### src/rtl/opfwd_pkg.sv
package opfwd_pkg;

  typedef enum logic [2:0] {
    CL_OTHER,
    CL_RR,
    CL_IMM,
    CL_LOAD,
    CL_STORE,
    CL_BRANCH
  } op_class_e;

  localparam int OPC_W = 6;
  localparam int REG_W = 5;

  function automatic op_class_e classify(input logic [OPC_W-1:0] opc);
    op_class_e c;
    casez (opc)
      6'b000000: c = CL_RR;
      6'b001???: c = CL_IMM;
      6'b100???: c = CL_LOAD;
      6'b101???: c = CL_STORE;
      6'b0001??: c = CL_BRANCH;
      default:   c = CL_OTHER;
    endcase
    return c;
  endfunction

endpackage

### src/rtl/opfwd_producer_dec.sv
module opfwd_producer_dec
  import opfwd_pkg::*;
#(
  parameter bit LOAD_READY = 1'b0
) (
  input  logic [OPC_W-1:0] opc,
  input  logic [REG_W-1:0] rt,
  input  logic [REG_W-1:0] rd,
  output logic             wr_en,
  output logic [REG_W-1:0] wr_reg
);

  op_class_e cls;
  logic      writes;

  assign cls = classify(opc);

  always_comb begin
    writes = 1'b0;
    wr_reg = '0;
    unique case (cls)
      CL_RR:   begin writes = 1'b1;       wr_reg = rd; end
      CL_IMM:  begin writes = 1'b1;       wr_reg = rt; end
      CL_LOAD: begin writes = LOAD_READY; wr_reg = rt; end
      default: begin writes = 1'b0;       wr_reg = '0; end
    endcase
  end

  // register 0 is hard-wired to zero: never a forwarding target
  assign wr_en = writes && (wr_reg != '0);

endmodule

### src/rtl/opfwd_consumer_dec.sv
module opfwd_consumer_dec
  import opfwd_pkg::*;
#(
  parameter int DATA_W = 32
) (
  input  logic [31:0]       instr,
  output logic              use_rs,
  output logic              use_rt,
  output logic              is_rr,
  output logic              is_store,
  output logic [REG_W-1:0]  rs,
  output logic [REG_W-1:0]  rt,
  output logic [DATA_W-1:0] imm_sext
);

  localparam int EXT_W = DATA_W - 16;

  op_class_e cls;

  assign cls      = classify(instr[31:26]);
  assign rs       = instr[25:21];
  assign rt       = instr[20:16];
  assign imm_sext = {{EXT_W{instr[15]}}, instr[15:0]};

  assign is_rr    = (cls == CL_RR);
  assign is_store = (cls == CL_STORE);
  assign use_rs   = (cls != CL_OTHER);
  assign use_rt   = is_rr || is_store;

endmodule

### src/rtl/opfwd_src_sel.sv
module opfwd_src_sel
  import opfwd_pkg::*;
#(
  parameter int DATA_W = 32
) (
  input  logic              want,
  input  logic [REG_W-1:0]  src_reg,
  input  logic              near_we,
  input  logic [REG_W-1:0]  near_reg,
  input  logic              far_we,
  input  logic [REG_W-1:0]  far_reg,
  input  logic [DATA_W-1:0] rf_data,
  input  logic [DATA_W-1:0] near_data,
  input  logic [DATA_W-1:0] far_data,
  output logic [DATA_W-1:0] value
);

  logic hit_near, hit_far;

  assign hit_near = want && near_we && (near_reg == src_reg);
  assign hit_far  = want && far_we  && (far_reg  == src_reg);

  // the newer producer (EX/MEM) takes priority
  always_comb begin
    if (hit_near)     value = near_data;
    else if (hit_far) value = far_data;
    else              value = rf_data;
  end

endmodule

### src/rtl/operand_fwd_unit.sv
module operand_fwd_unit
  import opfwd_pkg::*;
#(
  parameter int DATA_W = 32
) (
  input  logic [31:0]       idex_instr,
  input  logic [31:0]       exmem_instr,
  input  logic [31:0]       memwb_instr,
  input  logic [DATA_W-1:0] rf_rs_data,
  input  logic [DATA_W-1:0] rf_rt_data,
  input  logic [DATA_W-1:0] exmem_result,
  input  logic [DATA_W-1:0] memwb_result,
  output logic [DATA_W-1:0] alu_a,
  output logic [DATA_W-1:0] alu_b,
  output logic [DATA_W-1:0] store_data
);

  localparam int N_OPND = 2;

  logic             em_we, mw_we;
  logic [REG_W-1:0] em_reg, mw_reg;

  // a load in EX/MEM has no data yet; a load in MEM/WB does
  opfwd_producer_dec #(.LOAD_READY(1'b0)) u_em_dec (
    .opc(exmem_instr[31:26]), .rt(exmem_instr[20:16]), .rd(exmem_instr[15:11]),
    .wr_en(em_we), .wr_reg(em_reg)
  );

  opfwd_producer_dec #(.LOAD_READY(1'b1)) u_mw_dec (
    .opc(memwb_instr[31:26]), .rt(memwb_instr[20:16]), .rd(memwb_instr[15:11]),
    .wr_en(mw_we), .wr_reg(mw_reg)
  );

  logic              use_rs, use_rt, is_rr, is_store;
  logic [REG_W-1:0]  rs, rt;
  logic [DATA_W-1:0] imm_sext;

  opfwd_consumer_dec #(.DATA_W(DATA_W)) u_cons (
    .instr(idex_instr), .use_rs(use_rs), .use_rt(use_rt), .is_rr(is_rr),
    .is_store(is_store), .rs(rs), .rt(rt), .imm_sext(imm_sext)
  );

  logic              want   [N_OPND];
  logic [REG_W-1:0]  srcreg [N_OPND];
  logic [DATA_W-1:0] rfval  [N_OPND];
  logic [DATA_W-1:0] fwdval [N_OPND];

  assign want[0]   = use_rs;
  assign srcreg[0] = rs;
  assign rfval[0]  = rf_rs_data;
  assign want[1]   = use_rt;
  assign srcreg[1] = rt;
  assign rfval[1]  = rf_rt_data;

  for (genvar g = 0; g < N_OPND; g++) begin : g_opnd
    opfwd_src_sel #(.DATA_W(DATA_W)) u_sel (
      .want(want[g]), .src_reg(srcreg[g]),
      .near_we(em_we), .near_reg(em_reg),
      .far_we(mw_we), .far_reg(mw_reg),
      .rf_data(rfval[g]), .near_data(exmem_result), .far_data(memwb_result),
      .value(fwdval[g])
    );
  end

  assign alu_a      = fwdval[0];
  assign alu_b      = is_rr ? fwdval[1] : imm_sext;
  assign store_data = is_store ? fwdval[1] : rf_rt_data;

endmodule

### config.mk
export PLATFORM = sky130hd
export DESIGN_NAME = operand_fwd_unit
export DESIGN_NICKNAME = d
export VERILOG_FILES = /design/src/rtl/opfwd_pkg.sv /design/src/rtl/opfwd_producer_dec.sv /design/src/rtl/opfwd_consumer_dec.sv /design/src/rtl/opfwd_src_sel.sv /design/src/rtl/operand_fwd_unit.sv
export SDC_FILE = /design/constraint.sdc
export NUM_CORES = 1
export LEC_CHECK = 0
export BUFFER_PORTS_ARGS = -buffer_cell sky130_fd_sc_hd__buf_2
export CAP_MARGIN = 20
export CORE_AREA = 2 2 124 126
export DETAILED_ROUTE_END_ITERATION = 8
export DIE_AREA = 0 0 126 128
export MAX_ROUTING_LAYER = met4
export SLEW_MARGIN = 20
export SYNTH_ARGS = -nofsm -noshare
export SYNTH_HDL_FRONTEND = slang
export SYNTH_SLANG_ARGS = --single-unit
export TNS_END_PERCENT = 20
### constraint.sdc
create_clock -name vclk -period 4.3
set_input_delay 0 -clock vclk [all_inputs]
set_output_delay 0 -clock vclk [all_outputs]
set_load 0.05 [all_outputs]
==> summary.md <==
| Metric | Value |
|---|---|
| Status | finished clean |
| FFs & Latches | 0 |
| Hold depth | 4 |
| Die area | around 16000 µm² |
| VDD IR max | roughly 0.00004 V |
| Seq/Total Area, Yosys | 0 |
| Worst Hold Endpoint | alu_b[1] |
| Fin crit period | ~3200 ps |
| Routed vias | 4541 |
| DR pass1 iterations | 5 |
| Largest net degree at the start of global routing | about 60 |
| Setup Viol. Count Final | 0 |
| CP max-delay cell | or4_2 |
| First-pass GRT wire length | ~22 mm |
| Syn nets | slightly below 700 |
| Arr. time, crit path | between 3000 and 4000 ps |
| Buffer count from post-CTS setup fixing | 0 |
| Hold WS | 399.7 ps |
| Worst-path fanout max | 32 |
| Initial antenna violation count | 0 |
| Slew headroom | 0.2666 |
| Final global-route overflow total | 0 |
| Core area | around 15000 µm² |
| Crit-path most repeated cell | buf_2 |
| Clock buffers | 0 |
| Total track usage | 0.1660 |
| Via-to-Cell Ratio | 5.068 |
| Vias in the first global route | about 4200 |
| Number of DRC markers in iteration 0 | ~190 |
| Worst path max stage delay | around 1100 ps |
| Mapped Area | 2746 µm² |
| Max-slew violations | 0 |
| Commonest cells after routing, fill and taps aside | 288 x buf_2, 70 x nor2_1, 64 x o31ai_1 |
| Slew at the pin with the worst max-slew slack | approximately 1100 ps |
| Synth unique cells | 41 |
| Routed wire length | approximately 14 mm |
| Maximum capacitance violations | 0 |
| Fmax | 316.3 MHz |
| Total power | 534.7 µW |
| Buffers and inverters on the worst path | 2 |
| Chip Width | ~130 µm |
| Hold Path Class | in2out |
| Commonest non-fill, non-tap cell in the layout | buf_2 |
| Fraction of layout cells with a size suffix above 1 | 0.4393 |
| Final Hold Vio Count | 0 |
| Register Area | 0 µm² |
| Post-CTS sizing | 0 |
| Post-detailed-route count of antenna-violating nets | 0 |
| Critical path's top delay family | simple AND/OR/NAND/NOR gates |
| Pwr per Cell Area | 122.0 nW/µm² |
| Fillers | approximately 1700 |
| Cell Chain, Critical Path | buf_2, nor4_2, a32oi_1, xnor2_1, or3_1, or4_2, mux2i_1, a21oi_1, buf_2 |
| Initial core utilization | 0.1848 |
| Crit share post-route | 0.7353 |
| Startpoint Class | primary input |
| Wirelength per Cell | between 15 and 20 µm |
| # rows | 45 |
| Post-synthesis cell count | between 400 and 500 |
| Crit end category | primary output |
| Critical path class | in2out |
| # diodes | 0 |
| I/O Pins | between 300 and 400 |
| YS warnings | 0 |
| Multi-input gate area | 2611 µm² |
| Placed Cells | about 900 |
| Fin cells | around 900 |
| GPL Wtd Cong | roughly 0.85 |
| PortBufs | 288 |
| DRC viols | 0 |
| Area growth syn-to-layout | 59.59% |
| Die outline height | approximately 130 µm |
| Hold buffers post-CTS | 0 |
| RSZ-0062 raised after global routing | no |
| Hold Crit Start | idex_instr[1] |
| Syn_area_per_cell | around 6.1 µm² |
| Nets | between 900 and 1000 |
| TNS Setup | 0 ps |
| Post-layout util | 0.2949 |
| Detailed placer's ending HPWL | roughly 11 mm |
| Critical Path RT | between 4000 and 5000 ps |
| Pleak | around 2.4 nW |
-- layout make-up --
cell class	count	share of cell area
Inverter	2	0.001713
Multi-Input combinational cell	408	0.5958
Tap cell	188	0.05367
Timing Repair Buffer	298	0.3488
-- synth_stat cells, types with 2 or more instances --
master,n,share of area
nor2_1,70,0.096
a32oi_1,2,0.0064
inv_1,2,0.0027
nand2_1,51,0.070
nor4_1,4,0.0091
o211a_1,2,0.0073
and3_1,11,0.025
a21boi_0,31,0.085
nand3b_1,4,0.011
mux2i_1,32,0.12
nand4_1,3,0.0068
buf_2,6,0.011
or3_1,7,0.016
buf_4,3,0.0082
nor3b_1,3,0.0082
o211ai_1,2,0.0055
nand3_1,11,0.020
o31ai_1,64,0.17
a21oi_1,37,0.067
and2_1,2,0.0046
clkbuf_1,30,0.041
o21ai_0,7,0.013
xor2_1,3,0.0096
nor3_2,2,0.0073
or4_1,4,0.011
a21o_1,4,0.011
xnor2_1,6,0.019
a211oi_1,33,0.090
-- through the flow --
stage,setup WS (ps),cell area (µm²)
global placement,1099,4383
floorplan,1361,2746
finish,1138,4383
global route,880.6,4383
CTS,1099,4383
detailed placement,1101,4383
-- logic make-up after synthesis --
| group | after synthesis | synth area share |
|---|---|---|
| multiplexers | 32 | 0.1166 |
| XOR/XNOR | 9 | 0.02870 |
| AO/OA/AOI/OAI | 189 | 0.4847 |
| buffers and inverters | 41 | 0.06287 |
| AND/OR/NAND/NOR | 178 | 0.3071 |
-- metal layers --
| metal | part of all wire | wire [µm] | global-route usage |
|---|---|---|---|
| met1 | 0.41 | 5881 | 0.2059 |
| met2 | 0.51 | 7348 | 0.3042 |
| met3 | 0.071 | 1019 | 0.009599 |
| met4 | 0.011 | 163 | 0.02327 |
| met5 | 0 | 0 | - |
-- power breakdown --
group	leakage [nW]	internal [mW]	total, mW	switching [mW]
Clock	0	0	0	0
Combinational	2.38	0.169	0.535	0.366
Sequential	0	0	0	0
-- worst max-delay path by stage --
stage,startpoint,endpoint,slack [ps],depth (start not counted)
detailed placement,memwb_instr[28],alu_a[8],1100,9
global placement,memwb_instr[28],alu_a[8],1100,9
global route,memwb_instr[29],alu_a[8],880,9
finish,memwb_instr[28],alu_a[19],1140,9
floorplan,memwb_instr[29],alu_b[3],1360,9
CTS,memwb_instr[28],alu_a[8],1100,9
(Power assumes the default switching activity.)
